<file path="config.mk">
export PLATFORM = sky130hd
export DESIGN_NAME = fabq_top
export DESIGN_NICKNAME = d
export VERILOG_FILES = /design/src/rtl/fabq_pkg.sv /design/src/rtl/fabq_clkdiv.sv /design/src/rtl/fabq_assemble.sv /design/src/rtl/fabq_fifo.sv /design/src/rtl/fabq_outreg.sv /design/src/rtl/fabq_top.sv
export SDC_FILE = /design/constraint.sdc
export NUM_CORES = 2
export LEC_CHECK = 0
export ABC_AREA = 1
export BUFFER_PORTS_ARGS = -buffer_cell sky130_fd_sc_hd__buf_2
export CORE_ASPECT_RATIO = 0.5
export CORE_MARGIN = 2
export CORE_UTILIZATION = 30
export DETAILED_ROUTE_END_ITERATION = 10
export PLACE_DENSITY = 0.5
export SLEW_MARGIN = 20
export SYNTH_ARGS = -nofsm -noshare
export SYNTH_HDL_FRONTEND = slang
export SYNTH_SLANG_ARGS = --single-unit
</file>
<file path="constraint.sdc">
create_clock -name clk -period 35.2 [get_ports clk]
set_input_delay 5.28 -clock clk [delete_from_list [all_inputs] [get_ports clk]]
set_output_delay 5.28 -clock clk [all_outputs]
set_load 0.005 [all_outputs]
</file>
<file path="src/rtl/fabq_pkg.sv">
package fabq_pkg;
  localparam int unsigned QUAD_W    = 128;
  localparam int unsigned NUM_LANES = 4;
  localparam int unsigned Q_DEPTH   = 4;
  localparam int unsigned RATE_DIV  = 4;
endpackage

</file>
<file path="src/rtl/fabq_clkdiv.sv">
module fabq_clkdiv #(
  parameter int unsigned DIV = 4
) (
  input  logic clk,
  input  logic rst_n,
  output logic en
);
  localparam int unsigned CW = (DIV > 1) ? $clog2(DIV) : 1;
  localparam logic [CW-1:0] LAST = CW'(DIV - 1);

  logic [CW-1:0] cnt_q, cnt_d;

  always_comb begin
    cnt_d = (cnt_q == LAST) ? '0 : cnt_q + 1'b1;
  end

  always_ff @(posedge clk or negedge rst_n) begin
    if (!rst_n) cnt_q <= '0;
    else        cnt_q <= cnt_d;
  end

  assign en = (cnt_q == LAST);
endmodule

</file>
<file path="src/rtl/fabq_assemble.sv">
module fabq_assemble #(
  parameter int unsigned LANE_W = 128,
  parameter int unsigned LANES  = 4,
  localparam int unsigned IDX_W = (LANES > 1) ? $clog2(LANES) : 1,
  localparam int unsigned ENT_W = LANE_W * LANES
) (
  input  logic              clk,
  input  logic              rst_n,
  input  logic              wr_en,
  input  logic [IDX_W-1:0]  wr_lane,
  input  logic [LANE_W-1:0] wr_data,
  input  logic              commit_en,
  output logic              push,
  output logic [ENT_W-1:0]  push_data
);
  logic [LANE_W-1:0] lane_q  [LANES];
  logic [LANE_W-1:0] lane_nx [LANES];
  logic [LANE_W-1:0] lane_d  [LANES];
  logic [LANES-1:0]  mask_q, mask_nx, mask_d;

  for (genvar i = 0; i < LANES; i++) begin : g_lane
    logic hit;
    assign hit        = wr_en && (wr_lane == IDX_W'(i));
    assign lane_nx[i] = hit ? wr_data : lane_q[i];
    assign mask_nx[i] = mask_q[i] | hit;
    assign push_data[i*LANE_W +: LANE_W] = lane_nx[i];
    assign lane_d[i]  = push ? '0 : lane_nx[i];

    always_ff @(posedge clk or negedge rst_n) begin
      if (!rst_n) lane_q[i] <= '0;
      else        lane_q[i] <= lane_d[i];
    end
  end

  always_comb begin
    push   = (&mask_nx) || (commit_en && (|mask_nx));
    mask_d = push ? '0 : mask_nx;
  end

  always_ff @(posedge clk or negedge rst_n) begin
    if (!rst_n) mask_q <= '0;
    else        mask_q <= mask_d;
  end
endmodule

</file>
<file path="src/rtl/fabq_fifo.sv">
module fabq_fifo #(
  parameter int unsigned W     = 512,
  parameter int unsigned DEPTH = 4,
  localparam int unsigned PW   = (DEPTH > 1) ? $clog2(DEPTH) : 1,
  localparam int unsigned CW   = $clog2(DEPTH + 1)
) (
  input  logic         clk,
  input  logic         rst_n,
  input  logic         push,
  input  logic [W-1:0] push_data,
  input  logic         pop,
  output logic [W-1:0] head,
  output logic         full,
  output logic         empty
);
  localparam logic [PW-1:0] LAST = PW'(DEPTH - 1);
  localparam logic [CW-1:0] FULLC = CW'(DEPTH);

  logic [W-1:0]  mem_q [DEPTH];
  logic [PW-1:0] wr_q, wr_d, rd_q, rd_d;
  logic [CW-1:0] cnt_q, cnt_d;
  logic          do_push, do_pop;

  always_comb begin
    do_push = push && !full;
    do_pop  = pop && !empty;
    wr_d    = do_push ? ((wr_q == LAST) ? '0 : wr_q + 1'b1) : wr_q;
    rd_d    = do_pop  ? ((rd_q == LAST) ? '0 : rd_q + 1'b1) : rd_q;
    cnt_d   = cnt_q;
    if (do_push && !do_pop)      cnt_d = cnt_q + 1'b1;
    else if (do_pop && !do_push) cnt_d = cnt_q - 1'b1;
  end

  always_ff @(posedge clk or negedge rst_n) begin
    if (!rst_n) begin
      wr_q  <= '0;
      rd_q  <= '0;
      cnt_q <= '0;
    end else begin
      wr_q  <= wr_d;
      rd_q  <= rd_d;
      cnt_q <= cnt_d;
    end
  end

  for (genvar i = 0; i < DEPTH; i++) begin : g_slot
    always_ff @(posedge clk) begin
      if (do_push && (wr_q == PW'(i))) mem_q[i] <= push_data;
    end
  end

  assign head  = mem_q[rd_q];
  assign full  = (cnt_q == FULLC);
  assign empty = (cnt_q == '0);
endmodule

</file>
<file path="src/rtl/fabq_outreg.sv">
module fabq_outreg #(
  parameter int unsigned W = 128
) (
  input  logic         clk,
  input  logic         rst_n,
  input  logic         fab_en,
  input  logic         res_valid,
  input  logic [W-1:0] res_data,
  input  logic         st_req,
  output logic         stall,
  output logic         st_valid,
  output logic [W-1:0] st_data
);
  logic         full_q, full_d, cap, drain;
  logic [W-1:0] data_q, data_d;

  always_comb begin
    cap    = fab_en && res_valid && !full_q;
    drain  = st_req && full_q;
    full_d = cap ? 1'b1 : (drain ? 1'b0 : full_q);
    data_d = cap ? res_data : data_q;
  end

  always_ff @(posedge clk or negedge rst_n) begin
    if (!rst_n) begin
      full_q <= 1'b0;
      data_q <= '0;
    end else begin
      full_q <= full_d;
      data_q <= data_d;
    end
  end

  assign stall    = full_q;
  assign st_valid = drain;
  assign st_data  = data_q;
endmodule

</file>
<file path="src/rtl/fabq_top.sv">
module fabq_top
  import fabq_pkg::*;
#(
  parameter int unsigned LANE_W = QUAD_W,
  parameter int unsigned LANES  = NUM_LANES,
  parameter int unsigned DEPTH  = Q_DEPTH,
  parameter int unsigned DIV    = RATE_DIV,
  localparam int unsigned IDX_W = (LANES > 1) ? $clog2(LANES) : 1,
  localparam int unsigned ENT_W = LANE_W * LANES
) (
  input  logic              clk,
  input  logic              rst_n,
  input  logic              ld_valid,
  input  logic [IDX_W-1:0]  ld_lane,
  input  logic [LANE_W-1:0] ld_data,
  input  logic              ld_commit,
  output logic              ld_ready,
  output logic              fab_en,
  output logic              fab_valid,
  output logic [ENT_W-1:0]  fab_data,
  input  logic              fab_accept,
  input  logic              res_valid,
  input  logic [LANE_W-1:0] res_data,
  output logic              res_stall,
  input  logic              st_req,
  output logic              st_valid,
  output logic [LANE_W-1:0] st_data
);
  logic             q_full, q_empty, a_push;
  logic [ENT_W-1:0] a_data;

  fabq_clkdiv #(.DIV(DIV)) u_div (
    .clk(clk), .rst_n(rst_n), .en(fab_en)
  );

  fabq_assemble #(.LANE_W(LANE_W), .LANES(LANES)) u_asm (
    .clk(clk), .rst_n(rst_n),
    .wr_en(ld_valid && ld_ready), .wr_lane(ld_lane), .wr_data(ld_data),
    .commit_en(ld_commit && ld_ready),
    .push(a_push), .push_data(a_data)
  );

  fabq_fifo #(.W(ENT_W), .DEPTH(DEPTH)) u_q (
    .clk(clk), .rst_n(rst_n),
    .push(a_push), .push_data(a_data),
    .pop(fab_en && fab_accept),
    .head(fab_data), .full(q_full), .empty(q_empty)
  );

  fabq_outreg #(.W(LANE_W)) u_out (
    .clk(clk), .rst_n(rst_n), .fab_en(fab_en),
    .res_valid(res_valid), .res_data(res_data), .st_req(st_req),
    .stall(res_stall), .st_valid(st_valid), .st_data(st_data)
  );

  assign ld_ready  = !q_full;
  assign fab_valid = !q_empty;
endmodule

</file>
; After elaboration in Yosys (flattened, before gate mapping)
; Memory sizes are Yosys's and may differ from the RTL's.
; Cells that the tools add are included.
; W data, S select, Z words.
[totals]
register_bits = 654
latch_bits = 0
mem_bits_rw = 2048
romBits = 0
input_bits = 265
out_inout_bits = 645
memories = 1
[memory_table]
columns = memory, words, word_bits, rd, rd_ports_with_merged_regs, wr, line_no
row1 = u_q.mem_q, 4, 512, 1, 0, 1, fabq_fifo.sv:19  ; logic [W-1:0] mem_q [DEPTH];
[op_classes]
add_sub_neg = 5
multipliers = 0
div = 0
n_lt_le_gt_ge = 0
n_eq_ne = 9
n_shift = 0
muxes = 33
bitwise_logic = 4
reduce_logical = 35
[ops]
columns = operator, count
row1 = $mux W512, 3
row2 = $reduce_or A512 Y1, 3
row3 = $mux W128, 8
row4 = $logic_and A1 B1 Y1, 19
row5 = $mux W1, 13
row6 = $eq A2 B2 Y1 const B, 6
row7 = $mux W2, 6
row8 = $add A2 B1 Y2 const B, 3
row9 = $mux W3, 2
row10 = $logic_not A1 Y1, 5
row11 = $eq A2 B1 Y1 const B, 2
row12 = $logic_not A2 Y1, 2
row13 = $mux W4, 1
row14 = $or A1 B1 Y1, 4
row15 = $reduce_and A4 Y1, 1
row16 = $reduce_bool A2 Y1, 2
row17 = $reduce_or A4 Y1, 1
row18 = $add A3 B1 Y3 const B, 1
row19 = $eq A3 B3 Y1 const B, 1
row20 = $logic_not A3 Y1, 1
row21 = $sub A3 B1 Y3 const B, 1
row22 = $logic_or A1 B1 Y1, 1

; Depth between registers and ports, before layout
[logic_depth]
ltp_word = 16
mapped_depth = 18
mapped_depth_nobuf = 17

; Hierarchy
; A second synthesis with hierarchy kept.
[hier_totals]
hier_cells = 9511
area_unflattened_um2 = 109976.7
[modules_own_cells]
columns = mod, n_inst, cells_each, area_each_um2, seq_area_each_um2
row1 = fabq_fifo, 1, 6034, 81659.6, 61674.2
row2 = fabq_assemble, 1, 2891, 22922.0, 12912.4
row3 = fabq_outreg, 1, 574, 5298.8, 3228.1
row4 = fabq_clkdiv, 1, 4, 66.3, 50.0
row5 = fabq_top, 1, 8, 30.0, 0.0

; Worst setup path after synthesis
; OpenSTA, ideal clock, no wires.
[synth_path]
path_type = input port to flip-flop
start = input port ld_lane[0]
end = memory u_q.mem_q[0][0] (enable)
setup_time_ns = 1.399
arrival_time_ns = 27.356
t_required_ns = 33.801
path_slack_ns = 6.445
cell_stages = 9
path_buffers = 1
cell_sequence = inv_1 -> nor2_1 -> nand3_2 -> nand2_1 -> nand4_1 -> nand2_4 -> buf_8 -> nand2_2 -> nor2_1
[synth_via]
elab_chain_cells = 14
elab_cells_between_ends = 38
classes_between = 3 x eq/ne / 14 x mux / 4 x bitwise / 17 x reduce/logical
[synth_rtl]
columns = element, line_no
row1 = from (decl), fabq_top.sv:14  ; input logic [IDX_W-1:0] ld_lane,
row2 = "$eq A2 B1 Y1, or another cell as far along", fabq_assemble.sv:23  ; assign hit = wr_en && (wr_lane == IDX_W'(i));
row3 = $logic_and A1 B1 Y1, fabq_assemble.sv:23
row4 = $or A1 B1 Y1, fabq_assemble.sv:25  ; assign mask_nx[i] = mask_q[i] | hit;
row5 = $reduce_or A4 Y1, fabq_assemble.sv:36  ; push = (&mask_nx) || (commit_en && (|mask_nx));
row6 = $logic_and A1 B1 Y1, fabq_assemble.sv:36
row7 = $logic_or A1 B1 Y1 *, fabq_assemble.sv:36
row8 = $logic_and A1 B1 Y1 *, fabq_fifo.sv:25  ; do_push = push && !full;
row9 = $logic_and A1 B1 Y1, fabq_fifo.sv:48  ; if (do_push && (wr_q == PW'(i))) mem_q[i] <= push_data;
row10 = $mux W1, fabq_fifo.sv:48
row11 = $mux W1 (not written as such), fabq_fifo.sv:48
row12 = $reduce_or A512 Y1 (no line), -
row13 = $mux W2 (no line) or $mux W1 (tied branches) (3 in series), -
row14 = to (decl), fabq_fifo.sv:19
; Mark *: on every way between the ends. The rest lies on a longest branch, timed or not.

; Final worst setup path
[layout_path]
start = register u_q.rd_q[0]
end = output port fab_data[159]
[layout_via]
elab_chain_cells = 1
[layout_rtl]
columns = element, line_no
row1 = from (decl), fabq_fifo.sv:20  ; logic [PW-1:0] wr_q, wr_d, rd_q, rd_d;
row2 = from (signal assigned), fabq_fifo.sv:41  ; rd_q <= rd_d;
row3 = $mem_v2 Z4 W512, -
row4 = to (decl), fabq_top.sv:20  ; output logic [ENT_W-1:0] fab_data,
; No other way between the ends.

==> key figures <==
Finish
  • Area of the multi-input gates: 21,490 µm²
  • Most used cells in the layout excluding fill and tap cells: edfxtp_1, o21ai_0, nor2_1, inv_1, buf_2
  • Layout Nets: roughly 9,600
  • Leading cell type in the layout, fill and taps excluded: edfxtp_1
  • Storage element area: just under 80,000 µm²
  • Share of layout cells above drive strength 1: approximately 20%
  • Area added between synthesis and finish: 16.63%
  • Finished Cell Area: 123,500 µm²
  • Final cell count without fillers: 14,220
  • Utilization of the core after routing: 35.11%
  • # fillers: 34,510

Logic synthesis
  • Net count of the mapped netlist: roughly 8,800
  • Sequential area share after synthesis: about three quarters
  • Synthesized flop and latch total: 2,702
  • Synthesized instance count: 8,555
  • Post-synthesis average cell area: 12.37 µm²
  • Synth Warn #: 0
  • Post-synthesis instance area: approximately 110,000 µm²
  • Distinct cell type count after synthesis: 30

Drt
  • Number of antenna-violating nets in the routed design: 0
  • Detail-routed via count per cell: 4.600
  • Count of TritonRoute iterations in the first routing pass: 7
  • Number of DRC markers in iteration 0: 4,792
  • Count of vias placed by the detailed router: ~65,000
  • Final wirelength: about 310,000 µm
  • Routed wirelength normalized by instance count: 21.85 µm
  • Drt drc: 0

Setup path
  • CP Capture Type: output pin
  • CP bufs+invs: 7
  • Kind of critical path: flop to output pin
  • Critical path peak fanout: ~140
  • Most numerous cell on the critical path: buf_4
  • Worst Path Arrival: 7140 ps
  • Startpoint kind of the worst setup timing path: flop
  • Critical-path top delay cell: buf_4
  • Largest stage delay on the critical path: between 900 and 1000 ps
  • Worst endpoint required time: 29,920 ps
  • Cell type group with the largest total delay on the critical path: buffers and inverters
  • Crit path cell chain: inv_8, buf_4, buf_4, buf_4, buf_4, buf_4, o21ai_0, o22ai_1, buf_2

Outcome
  • Status: complete, no violations

Die
  • Height of the die: 424.0 µm
  • Initial core utilization: 30.10%
  • Number of rows in the core area: 154
  • Ports placed on the boundary: 910
  • X dimension of the die: 844.0 µm
  • Die area: 357,900 µm²
  • Core Area: 351,700 µm²

Clock network
  • Count of H-tree levels built during CTS: 5
  • TritonCTS clock tree: yes
  • Number of buffers created by CTS: between 200 and 300
  • Maximum count of clock buffers along a single path: 4
  • Clock Latency Late Sink: between 800 and 900 ps
  • Number of instances resized during post-cts repair: 0
  • Clk pin slew, worst setup/hold paths: 60 ps
  • CTS Hold Buffers Added: 0
  • Setup Fix Bufs, Post-CTS: 0
  • Clock sink count: 2,702
  • Clock Root Buffer: clkbuf_16

Place
  • HPWL after detailed placement: 186,000 µm
  • Placed instance area: around 110,000 µm²
  • Dpl cells: 13,720
  • Buffers on Ports: 909
  • Final weighted congestion in routability-driven placement: a little under 0.8

STA
  • Setup repair after global routing missed its margin: no
  • Final setup violation count: 0
  • Worst rel slew slack: ~5.4%
  • Worst setup skew after layout: around 52 ps
  • Total count of hold-check failures in the final report: 0
  • Share of the cycle needed by the critical path after routing: between 30% and 40%
  • Summed negative setup slack over all endpoints: 0 ps
  • Slew at the pin closest to its max-slew limit: 1419 ps
  • Fmax: 80.48 MHz
  • Count of pins over their slew limit: 0
  • Final critical-path required period: about 12,000 ps

Global routing
  • Met2 track utilization from global routing: just over 30%
  • GRT busiest layer: met2
  • Wire length of the first global-routing pass: around 450,000 µm
  • Combined global-route utilization of all metal layers: 16.66%
  • Met3 track utilization from global routing: 2.260%
  • Met1 usage in global routing: 20.04%
  • Number of global-route vias before repair: 62,750
  • Number of antenna violations at the first check in global routing: 64
  • GRT Residual Overflow: 0
  • Largest net degree at the start of global routing: 228

Power
  • Ratio of total power to cell area: 93.86 nW/µm²
  • Cell leakage power: 0.04986 µW
  • Largest voltage drop on the vdd net: around 0.000076 V
  • Total power of the final layout: roughly 12,000 µW

Worst hold path
  • Path class of the lowest-slack min-delay path: flop to flop

Job
  • Total of max-cap violations: 0
-- stage by stage --
stage	setup WS (ps)	hold slack (ps)
after global placement	23590	414.5
after detailed placement	23590	422.0
after floorplan	6445	403.1
final	22780	432.8
after global routing	22240	461.4
after CTS	22730	430.6
-- layer usage --
layer / wire, µm / vias to the layer above
met5: 0 / -
met2: 163400 / 1281
li1: - / 30810
met1: 124700 / 32810
met3: 11160 / 520
met4: 11520 / 0
-- worst register-to-register path: cells and delay by family, from the launching register on --
kind,cells,cell delay [ps]
and+or+nand+nor,8,3360
buffers and inverters,3,2360
DFF,1,450
-- state kept, by name, summed over array words and instances, names as in the netlist --
name / flops
u_asm.mask_q: 4
u_q.cnt_q: 3
u_asm.lane_q: 512
u_div.cnt_q: 2
u_out.stall: 1
u_q.wr_q: 2
u_q.mem_q: 2048
u_q.rd_q: 2
u_out.st_data: 128
-- where the power goes --
part	total [µW]	internal [µW]	switching [µW]	leakage, µW
sequential	4740	4560	186	0.0274
combinational	3920	1070	2850	0.0181
clock	2920	1670	1250	0.00431
-- final cells by class --
type                            count  share of cell area [%]
Clock inverter                    114                  0.8716
Inverter                         1043                   3.183
Antenna cell                       12                 0.02432
Clock buffer                      377                   6.233
Tap cell                         4680                   4.743
Multi-Input combinational cell   4287                   17.41
Timing Repair Buffer             1007                   4.457
Sequential cell                  2702                   63.08
-- worst paths after layout --
kind / to / cells after the start / slack (ps) / startpoint
max in group asynchronous: u_asm.lane_q[284]$_DFF_PN0_ / 3 / 28440 / rst_n
setup / recovery: fab_data[159] / 9 / 22780 / u_q.rd_q[0]$_DFFE_PN0P_
setup reg to reg: u_q.mem_q[2][300]$_DFFE_PP_ / 11 / 28570 / u_q.cnt_q[0]$_DFFE_PN0P_
min in group asynchronous: u_asm.lane_q[488]$_DFF_PN0_ / 1 / 4510 / rst_n
hold reg to reg: u_div.cnt_q[0]$_DFF_PN0_ / 1 / 430 / u_div.cnt_q[0]$_DFF_PN0_
hold / removal: u_div.cnt_q[0]$_DFF_PN0_ / 1 / 430 / u_div.cnt_q[0]$_DFF_PN0_
-- synthesized netlist by cell type --
cell	instances	share of area, %
edfxtp_1	2048	58
o21ai_0	1440	6.8
nor2_1	1157	4.1
inv_1	1041	3.7
dfrtp_1	654	15
nand2_1	527	1.9
o22ai_1	512	3.0
nor2_2	395	2.3
clkbuf_1	356	1.3
mux2_2	129	1.4
o21ai_1	97	0.46
buf_2	88	0.42
buf_8	42	0.60
buf_1	24	0.085
buf_6	12	0.13
ha_1	7	0.083
a21oi_1	6	0.028
nand3_1	4	0.019
nand3_2	3	0.028
inv_2	2	0.0071
nand2_4	2	0.021
a21boi_0	1	0.0071
buf_12	1	0.019
fa_1	1	0.019
nand2_2	1	0.0059
nand3b_4	1	0.019
nand4_1	1	0.0059
nor2_4	1	0.011
xnor2_1	1	0.0083
xor2_1	1	0.0083
-- logic make-up (layout without fill, tap and decap cells) --
kind of cell,after synthesis,after routing,synth area share (%)
mux,129,129,1.372
fa+ha+maj,8,8,0.1017
xor+xnor,2,2,0.01655
buf+inv,1566,2541,6.204
flops,2702,2702,73.56
other cells,0,12,0
simple gates,2092,2092,8.416
compound gates,2056,2056,10.33
Power figures use the tool's default switching activity.
